===== src/rtl/uart_rx_pkg.sv =====
package uart_rx_pkg;

  typedef enum logic [2:0] {
    ST_IDLE,
    ST_START,
    ST_DATA,
    ST_PARITY,
    ST_STOP
  } rxState_t;

  // Single-cycle strobes from control to datapath
  typedef struct packed {
    logic clrPar;     // start bit accepted: reset running parity
    logic shiftBit;   // mid-bit of a data bit: shift sample in
    logic parCheck;   // mid-bit of parity bit: compare
    logic stopCheck;  // mid-bit of stop bit: commit byte and flags
  } rxStrobe_t;

endpackage


===== src/rtl/uart_rx_ctrl.sv =====
module uart_rx_ctrl
  import uart_rx_pkg::*;
#(
  parameter int OVERSAMPLE = 16,
  parameter int DATA_BITS  = 8
) (
  input  logic      clk,
  input  logic      rstN,
  input  logic      sIn,
  input  logic      fallEdge,
  output rxStrobe_t strobe
);

  localparam int CNT_W = $clog2(OVERSAMPLE);
  localparam int HALF  = OVERSAMPLE / 2;
  localparam int BIT_W = $clog2(DATA_BITS + 1);
  localparam logic [CNT_W-1:0] LAST_PHASE = CNT_W'(OVERSAMPLE - 1);
  localparam logic [CNT_W-1:0] QUAL_PHASE = CNT_W'(HALF - 1);
  localparam logic [BIT_W-1:0] LAST_BIT   = BIT_W'(DATA_BITS - 1);

  rxState_t         state;
  logic [CNT_W-1:0] phase;
  logic [BIT_W-1:0] bitIdx;
  logic             phaseEnd;

  assign phaseEnd = (phase == LAST_PHASE);

  always_ff @(posedge clk or negedge rstN) begin
    if (!rstN) begin
      state  <= ST_IDLE;
      phase  <= '0;
      bitIdx <= '0;
    end else begin
      unique case (state)
        ST_IDLE: begin
          if (fallEdge) begin
            state <= ST_START;
            phase <= CNT_W'(1);  // the edge cycle itself counts as one low
          end
        end
        ST_START: begin
          if (sIn) begin
            state <= ST_IDLE;
            phase <= '0;
          end else if (phase == QUAL_PHASE) begin
            state  <= ST_DATA;
            phase  <= '0;
            bitIdx <= '0;
          end else begin
            phase <= phase + 1'b1;
          end
        end
        ST_DATA: begin
          if (phaseEnd) begin
            phase  <= '0;
            bitIdx <= bitIdx + 1'b1;
            if (bitIdx == LAST_BIT) state <= ST_PARITY;
          end else begin
            phase <= phase + 1'b1;
          end
        end
        ST_PARITY: begin
          if (phaseEnd) begin
            phase <= '0;
            state <= ST_STOP;
          end else begin
            phase <= phase + 1'b1;
          end
        end
        ST_STOP: begin
          if (phaseEnd) begin
            phase <= '0;
            state <= ST_IDLE;
          end else begin
            phase <= phase + 1'b1;
          end
        end
        default: begin
          state <= ST_IDLE;
          phase <= '0;
        end
      endcase
    end
  end

  always_comb begin
    strobe           = '0;
    strobe.clrPar    = (state == ST_START) && !sIn && (phase == QUAL_PHASE);
    strobe.shiftBit  = (state == ST_DATA)   && phaseEnd;
    strobe.parCheck  = (state == ST_PARITY) && phaseEnd;
    strobe.stopCheck = (state == ST_STOP)   && phaseEnd;
  end

  // a line that returns high during qualification aborts the frame
  p_glitch_abort_r2: assert property (@(posedge clk) disable iff (!rstN)
    (state == ST_START && sIn) |=> (state == ST_IDLE));

  // strobes never overlap
  p_strobe_excl_r3: assert property (@(posedge clk) disable iff (!rstN)
    $onehot0({strobe.clrPar, strobe.shiftBit, strobe.parCheck, strobe.stopCheck}));

  // exactly DATA_BITS samples were shifted before parity
  p_bit_count_r3: assert property (@(posedge clk) disable iff (!rstN)
    (state == ST_PARITY) |-> (bitIdx == BIT_W'(DATA_BITS)));

  // idle is left only on a detected falling edge
  p_idle_wait_r2: assert property (@(posedge clk) disable iff (!rstN)
    (state == ST_IDLE && !fallEdge) |=> (state == ST_IDLE));

endmodule


===== src/rtl/uart_rx_dp.sv =====
module uart_rx_dp
  import uart_rx_pkg::*;
#(
  parameter int DATA_BITS  = 8,
  parameter bit ODD_PARITY = 1'b0
) (
  input  logic                 clk,
  input  logic                 rstN,
  input  logic                 serialIn,
  input  logic                 rdN,
  input  rxStrobe_t            strobe,
  output logic                 sIn,
  output logic                 fallEdge,
  output logic [DATA_BITS-1:0] dataOut,
  output logic                 dataReady,
  output logic                 parityErr,
  output logic                 overrunErr,
  output logic                 framingErr
);

  logic                 syncA, syncB, sPrev;
  logic [DATA_BITS-1:0] shiftReg, rxByte;
  logic                 runPar, parBad;
  logic                 rdPrev, rdFall, rdRise;

  // Two-flop synchronizer and edge detector
  always_ff @(posedge clk or negedge rstN) begin
    if (!rstN) begin
      syncA <= 1'b1;
      syncB <= 1'b1;
      sPrev <= 1'b1;
    end else begin
      syncA <= serialIn;
      syncB <= syncA;
      sPrev <= syncB;
    end
  end

  assign sIn      = syncB;
  assign fallEdge = sPrev & ~syncB;

  // Shift register (LSB first) and running parity
  always_ff @(posedge clk or negedge rstN) begin
    if (!rstN) begin
      shiftReg <= '0;
      runPar   <= 1'b0;
      parBad   <= 1'b0;
    end else begin
      if (strobe.clrPar) runPar <= 1'b0;
      if (strobe.shiftBit) begin
        shiftReg <= {syncB, shiftReg[DATA_BITS-1:1]};
        runPar   <= runPar ^ syncB;
      end
      if (strobe.parCheck) parBad <= runPar ^ syncB ^ ODD_PARITY;
    end
  end

  // Read strobe edges
  always_ff @(posedge clk or negedge rstN) begin
    if (!rstN) rdPrev <= 1'b1;
    else       rdPrev <= rdN;
  end

  assign rdFall = rdPrev & ~rdN;
  assign rdRise = ~rdPrev & rdN;

  // Holding register, bus output and flags
  always_ff @(posedge clk or negedge rstN) begin
    if (!rstN) begin
      rxByte     <= '0;
      dataOut    <= '0;
      dataReady  <= 1'b0;
      parityErr  <= 1'b0;
      overrunErr <= 1'b0;
      framingErr <= 1'b0;
    end else begin
      if (rdFall) dataOut <= rxByte;
      if (strobe.stopCheck) begin
        rxByte     <= shiftReg;
        dataReady  <= 1'b1;
        overrunErr <= dataReady & ~rdRise;
        parityErr  <= parBad;
        framingErr <= ~syncB;
      end else if (rdRise) begin
        dataReady  <= 1'b0;
        parityErr  <= 1'b0;
        overrunErr <= 1'b0;
        framingErr <= 1'b0;
      end
    end
  end

  // a committed byte always raises ready
  p_ready_after_stop_r9: assert property (@(posedge clk) disable iff (!rstN)
    strobe.stopCheck |=> dataReady);

  // framing flag follows the sampled stop bit
  p_framing_r5: assert property (@(posedge clk) disable iff (!rstN)
    (strobe.stopCheck && !syncB) |=> framingErr);

  // completing over an unread byte flags overrun
  p_overrun_r6: assert property (@(posedge clk) disable iff (!rstN)
    (strobe.stopCheck && dataReady && !rdRise) |=> overrunErr);

  // strobe release clears all flags
  p_release_clear_r8: assert property (@(posedge clk) disable iff (!rstN)
    (rdRise && !strobe.stopCheck) |=>
      (!dataReady && !parityErr && !overrunErr && !framingErr));

  // bus only changes on a read-strobe falling edge
  p_bus_hold_r7: assert property (@(posedge clk) disable iff (!rstN)
    !rdFall |=> $stable(dataOut));

endmodule


===== src/rtl/uart_rx_bus.sv =====
module uart_rx_bus
  import uart_rx_pkg::*;
#(
  parameter int OVERSAMPLE = 16,
  parameter int DATA_BITS  = 8,
  parameter bit ODD_PARITY = 1'b0
) (
  input  logic                 clk,
  input  logic                 rstN,
  input  logic                 serialIn,
  input  logic                 rdN,
  output logic [DATA_BITS-1:0] dataOut,
  output logic                 dataReady,
  output logic                 parityErr,
  output logic                 overrunErr,
  output logic                 framingErr
);

  rxStrobe_t strobe;
  logic      sIn;
  logic      fallEdge;

  uart_rx_ctrl #(
    .OVERSAMPLE(OVERSAMPLE),
    .DATA_BITS (DATA_BITS)
  ) ctrl_i (
    .clk     (clk),
    .rstN    (rstN),
    .sIn     (sIn),
    .fallEdge(fallEdge),
    .strobe  (strobe)
  );

  uart_rx_dp #(
    .DATA_BITS (DATA_BITS),
    .ODD_PARITY(ODD_PARITY)
  ) dp_i (
    .clk       (clk),
    .rstN      (rstN),
    .serialIn  (serialIn),
    .rdN       (rdN),
    .strobe    (strobe),
    .sIn       (sIn),
    .fallEdge  (fallEdge),
    .dataOut   (dataOut),
    .dataReady (dataReady),
    .parityErr (parityErr),
    .overrunErr(overrunErr),
    .framingErr(framingErr)
  );

endmodule


===== config.mk =====
export PLATFORM = sky130hd
export DESIGN_NAME = uart_rx_bus
export DESIGN_NICKNAME = d
export VERILOG_FILES = /design/src/rtl/uart_rx_pkg.sv /design/src/rtl/uart_rx_ctrl.sv /design/src/rtl/uart_rx_dp.sv /design/src/rtl/uart_rx_bus.sv
export SDC_FILE = /design/constraint.sdc
export NUM_CORES = 1
export LEC_CHECK = 0
export BUFFER_PORTS_ARGS = -buffer_cell sky130_fd_sc_hd__buf_4
export CAP_MARGIN = 5
export CORE_MARGIN = 3
export CORE_UTILIZATION = 32
export CTS_BUF_LIST = sky130_fd_sc_hd__clkbuf_8 sky130_fd_sc_hd__clkbuf_16
export DETAILED_ROUTE_END_ITERATION = 12
export SYNTH_ARGS = -nofsm -noshare
export SYNTH_HDL_FRONTEND = slang
export SYNTH_SLANG_ARGS = --single-unit
export TNS_END_PERCENT = 100

===== constraint.sdc =====
create_clock -name clk -period 2.7 [get_ports clk]
set_clock_uncertainty 0.1 [all_clocks]
set_input_delay 0.405 -clock clk [delete_from_list [all_inputs] [get_ports clk]]
set_output_delay 0.405 -clock clk [all_outputs]
set_load 0.005 [all_outputs]

### After elaboration in Yosys (flattened, before gate mapping)

Cells that the tools add are included.

| storage, ports and cells | value |
|---|---|
| word-level logic and storage cells | 79 |
| register bits after elaboration | 45 |
| input bits | 4 |
| output and inout port bits | 12 |

| operators by class | value |
|---|---|
| eq/ne operators | 15 |
| muxes and demuxes | 24 |
| bitwise gates (word level) | 9 |
| add/subtract/negate cells | 2 |
| reductions and logical operators | 13 |

Operators with widths:

| cell | number |
|---|---|
| 2-to-1 mux 4 bit | 7 |
| 2-to-1 mux 3 bit | 7 |
| case mux 3 bit (5 select lines) | 1 |
| case mux 4 bit (3 select lines) | 1 |
| inequality test 2 x 1 -> 1 bit, second input constant | 5 |
| adder 4 x 1 -> 4 bit, second input constant | 2 |
| equality test 4 x 3 -> 1 bit, second input constant | 2 |
| case mux 4 bit (2 select lines) | 1 |
| 2-to-1 mux 1 bit | 7 |
| equality test 3 x 2 -> 1 bit, second input constant | 2 |
| AND reduction 6 bit | 1 |
| nonzero test 2 bit | 3 |
| logical AND 1 bit | 5 |
| AND 1 bit | 4 |
| equality test 4 bit, second input constant | 1 |
| inequality test 2 bit, second input constant | 2 |
| NOT 1 bit | 4 |
| AND reduction 4 bit | 1 |
| equality test 3 x 1 -> 1 bit, second input constant | 1 |
| equality test 3 bit, second input constant | 1 |
| logical NOT 3 bit | 1 |
| inequality test 3 x 2 -> 1 bit, second input constant | 1 |
| OR reduction 3 bit | 1 |
| logical NOT 1 bit | 1 |
| XOR 1 bit | 1 |

### Depth between registers and ports, before layout

| logic depth | value |
|---|---|
| word-level depth | 5 |
| gate-level depth with buffers | 7 |
| gate-level depth less buffers | 5 |

### Hierarchy

Synthesis repeated with hierarchy kept, for this count alone.

| unflattened totals | value |
|---|---|
| cells, all modules | 160 |
| area, all modules | 2062.0 um^2 |

By module, submodules not included:

| module | seq. area each (um^2) | cells each | instances | area each (um^2) |
|---|---|---|---|---|
| uart_rx_dp | 855.8 | 81 | 1 | 1323.8 |
| uart_rx_ctrl | 275.3 | 79 | 1 | 738.2 |

### Least setup slack after synthesis

OpenSTA, ideal clock, no wires.

| timing | value |
|---|---|
| path type | flip-flop to flip-flop |
| start point | reg ctrl_i.phase[0] |
| end point | reg dp_i.rxByte[4] |
| slack | 0.948 ns |
| required time | 2.475 ns |
| setup time | 0.125 ns |
| cell stages (with the launch flop) | 7 |
| arrival time | 1.527 ns |
| period minus slack after synthesis | 1.752 ns |
| buffers on the path | 2 |
| cell sequence | dfrtp_1 ha_1 and3_1 buf_4 nand2_2 buf_6 mux2_2 |

| on the way | value |
|---|---|
| cells in the longest elaborated chain, start to end | 2 |

RTL lines:

| what | line | text |
|---|---|---|
| start, declared | uart_rx_ctrl.sv:22 | `logic [CNT_W-1:0] phase;` |
| start signal, assigned | uart_rx_ctrl.sv:50 | `phase <= phase + 1'b1;` |
| start signal, assigned | uart_rx_ctrl.sv:59 | `phase <= phase + 1'b1;` |
| start signal, assigned | uart_rx_ctrl.sv:67 | `phase <= phase + 1'b1;` |
| equality test 4 bit | uart_rx_ctrl.sv:26 | `assign phaseEnd = (phase == LAST_PHASE);` |
| logical AND 1 bit | uart_rx_ctrl.sv:91 | `strobe.stopCheck = (state == ST_STOP) && phaseEnd;` |
| end signal, assigned | uart_rx_dp.sv:79 | `rxByte <= shiftReg;` |
| end, declared | uart_rx_dp.sv:22 | `logic [DATA_BITS-1:0] shiftReg, rxByte;` |

Every way passes these cells.
A chain may end at the register's enable or synchronous reset.

### Worst setup path in the final report

| timing | value |
|---|---|
| start point | reg ctrl_i.phase[0] |
| end point | reg dp_i.runPar |

| on the way | value |
|---|---|
| cells in the longest elaborated chain, start to end | 3 |
| elaborated cells on any way between the ends | 6 |
| those cells by class | 2 x eq/ne; 1 x mux; 3 x reduce/logical |

RTL lines:

| what | line | text |
|---|---|---|
| equality test 4 bit or equality test 4 x 3 -> 1 bit (tied branches) | uart_rx_ctrl.sv:26, uart_rx_ctrl.sv:88 |  |
| logical AND 1 bit, on equally long branches | uart_rx_ctrl.sv:89, uart_rx_ctrl.sv:88 |  |
| 2-to-1 mux 1 bit or nonzero test 2 bit (tied branches) | -- |  |
| end signal, assigned | uart_rx_dp.sv:52 | `runPar <= runPar ^ syncB;` |
| end, declared | uart_rx_dp.sv:23 | `logic runPar, parBad;` |

Several ways; a longest one is shown, not always the timed one.

==> flow_metrics.tcl <==
set metrics [dict create \
    finalNetCount 194 \
    ys_ff_latch 45 \
    fin_tns_setup_ps 0 \
    nFillCells 595 \
    cellPowerDensity_mw_per_mm2 625 \
    clockBufferDepth 2 \
    critPathBufInv 0 \
    layout_min_cycle_time_ps 1870 \
    status "finished, violations left" \
    crit_path_max_incr_delay_ps 410 \
    cts.sinks 45 \
    drive_gt1_frac 0.298 \
    cts_tree "built" \
    clk_pin_slew_ps 80 \
    yosysTopAreaCell "dfrtp_1" \
    synth_nets 178 \
    initial_utilization 0.332 \
    crit_arrival_ps 1960 \
    die_w_um 84.9 \
    r2r_slack_ps 830 \
    post-place-cells 256 \
    routedWlPerCell_um 12.5 \
    core_area_mm2 0.00599 \
    critPathTopFamily "simple AND/OR/NAND/NOR gates" \
    crit_top_cell "and3_1" \
    p_leak_nw 1.11 \
    finalHoldViolCount 14 \
    violations "hold timing" \
    crit_slowest_cell "dfrtp_1" \
    placementRows 28 \
    route.detailed.drc 0 \
    synth_edf_count 0 \
    cp-start-kind "flip-flop" \
    vias 1260 \
    cts_made_buffers 5 \
    wirelength_um 3290 \
    htreeDepth 2 \
    synth_cell_type_count 38 \
    synth-seq-area-share 0.568 \
    firstDrtPassIters 4 \
    cp-end-kind "flip-flop" \
    grt_pass1_vias 1239 \
    synth_area_mm2 0.00199 \
    required_ps 2780 \
    insertedDiodeCount 0 \
    r2r-start "ctrl_i.phase[0]" \
    path_class "reg2reg" \
    dieArea_mm2 0.00721 \
    reg2reg_depth 5 \
    grtUsageMet1 0.131 \
    ys.flop_type "dfrtp_1" \
    drtIter0Drc 73 \
    post_cts_resized 0 \
    fin_cells 263 \
    fin_crit_sh 0.694 \
    worst_slew_pin_slew_ps 657 \
    syn_to_final_growth_pct 12.3 \
    grt_most_used_layer "met2" \
    max_freq_ghz 0.534 \
    setup_violations 0 \
    overflow 0 \
    met2_usage 0.149 \
    met3_usage 0.0282 \
    antenna_found_initial 0 \
    drv_slew 0 \
    root_buffer "clkbuf_8" \
    dp_hpwl_um 2240 \
    synth.top_cell.area_share 0.515 \
    holdBufCountCts 0 \
    cp_max_fo 9 \
    ioPinCount 16 \
    crit_chain "ha_1 -> and3_1 -> and3_1 -> nand2_1 -> mux2i_1" \
    cap_viol_max_count 0 \
    grt_max_degree 46 \
    avgViaCountPerCell 4.79 \
    reg2reg_to "dp_i.runPar" \
    ir_worst_vdd_mv 0.333 \
    ys_warn_count 0 \
    gr-usage-all-layers 0.0987 \
    portBuffers 15 \
    gp_congestion 0.750 \
    maxSlewHeadroom 0.560 \
    holdWs_ps -16.0 \
    synth_area_leaders "dfrtp_1 (52%), mux2_2 (9.6%), nand2_1 (6.0%), dfstp_2 (5.3%), o21ai_0 (2.5%)" \
    syn-instance-count 172 \
    post-cts-setup-buffer-count 0 \
    async_reset_ff_frac 1.00 \
    die_y_um 84.9 \
    syn_area_per_cell_um2 11.6 \
    grt_first_pass_wirelength_um 5740 \
    clk_latency_ps 300 \
    drtAntennaViolNets 0 \
    min_path_type "in2async" \
    rsz0062_at_grt "false" \
]
[cell usage in the layout (no fill, tap or decap), types with 2 or more instances in the layout]
cell type	n
nand2_1	32
dfrtp_1	41
nor2_1	6
mux2i_1	2
or2_2	2
nor4_1	2
inv_1	8
mux2_2	17
o21bai_1	2
a31oi_1	2
a22o_2	2
o21ai_0	10
ha_1	2
buf_4	15
a21oi_1	7
clkbuf_8	5
dfstp_2	4
o31ai_1	2
and3_1	3
nand3_1	5
[state kept, by name, summed over array words and instances (netlist names)]
| name | count |
|---|---|
| dp_i.dataOut | 8 |
| dp_i.rxByte | 8 |
| dp_i.shiftReg | 8 |
| ctrl_i.bitIdx | 4 |
| ctrl_i.phase | 4 |
| ctrl_i.state | 3 |
| dp_i.dataReady | 1 |
| dp_i.framingErr | 1 |
| dp_i.overrunErr | 1 |
| dp_i.parBad | 1 |
| dp_i.parityErr | 1 |
| dp_i.rdPrev | 1 |
| dp_i.runPar | 1 |
| dp_i.sIn | 1 |
| dp_i.sPrev | 1 |
| dp_i.syncA | 1 |
[through the flow]
stage                     utilization  setup WS [ps]  area [um2]  hold slack, ps  total power (W)
after floorplan                     -            948        1990            9.41         0.000955
after global placement          0.359            863        2150             246          0.00100
after detailed placement        0.359            819        2150             249          0.00100
after CTS                       0.373            805        2240            12.1          0.00142
after global routing            0.373            673        2240            25.7          0.00148
final                           0.373            827        2240           -16.0          0.00140
[layer usage]
| metal | up-vias | wire length (um) |
|---|---|---|
| met4 | 0 | 29 |
| met3 | 4 | 78 |
| met5 | - | 0 |
| li1 | 625 | - |
| met2 | 16 | 1520 |
| met1 | 615 | 1650 |
[area by class of cell]
type / instances / area (um2) / share of cell area
clock buffer: 5 / 68.8 / 0.0308
clock inverter: 2 / 16.3 / 0.00727
inverter: 9 / 33.8 / 0.0151
multi-input combinational: 112 / 781 / 0.349
sequential: 45 / 1130 / 0.506
tap: 75 / 93.8 / 0.0419
timing repair buffer: 15 / 113 / 0.0503
[power by group]
group	internal, W	leakage [nW]	total, W	switching, W
Combinational	0.000108	0.460	0.000219	0.000111
Sequential	0.000705	0.610	0.000769	0.0000639
Clock	0.000179	0.0402	0.000409	0.000231
[synth_stat cells (2+ instances only)]
library cell,instances
dfstp_2,4
or2_2,2
nand2_1,32
mux2i_1,2
a31oi_1,2
nor4_1,2
a21oi_1,7
nand3_1,5
dfrtp_1,41
o21ai_0,10
ha_1,2
buf_4,4
a22o_2,2
o31ai_1,2
inv_1,8
o21bai_1,2
and3_1,3
mux2_2,17
nor2_1,6
[cells by family after synthesis]
kind of cell | synth area share
xor gates and xnor gates | 0.00440
muxes | 0.106
adders and majority gates | 0.0126
buffers and inverters | 0.0402
DFF | 0.568
AOI/OAI and AO/OA | 0.121
and+or+nand+nor | 0.148
[worst max-delay path by stage]
stage                          from               to  cells past startpoint
floorplan           ctrl_i.phase[0]   dp_i.rxByte[4]                      6
global placement           dp_i.sIn  ctrl_i.phase[3]                      4
detailed placement  ctrl_i.phase[0]      dp_i.runPar                      5
CTS                 ctrl_i.phase[0]      dp_i.runPar                      5
global route        ctrl_i.phase[0]      dp_i.runPar                      5
finish              ctrl_i.phase[0]      dp_i.runPar                      5
Note: power is estimated with default switching activity, not from simulation.
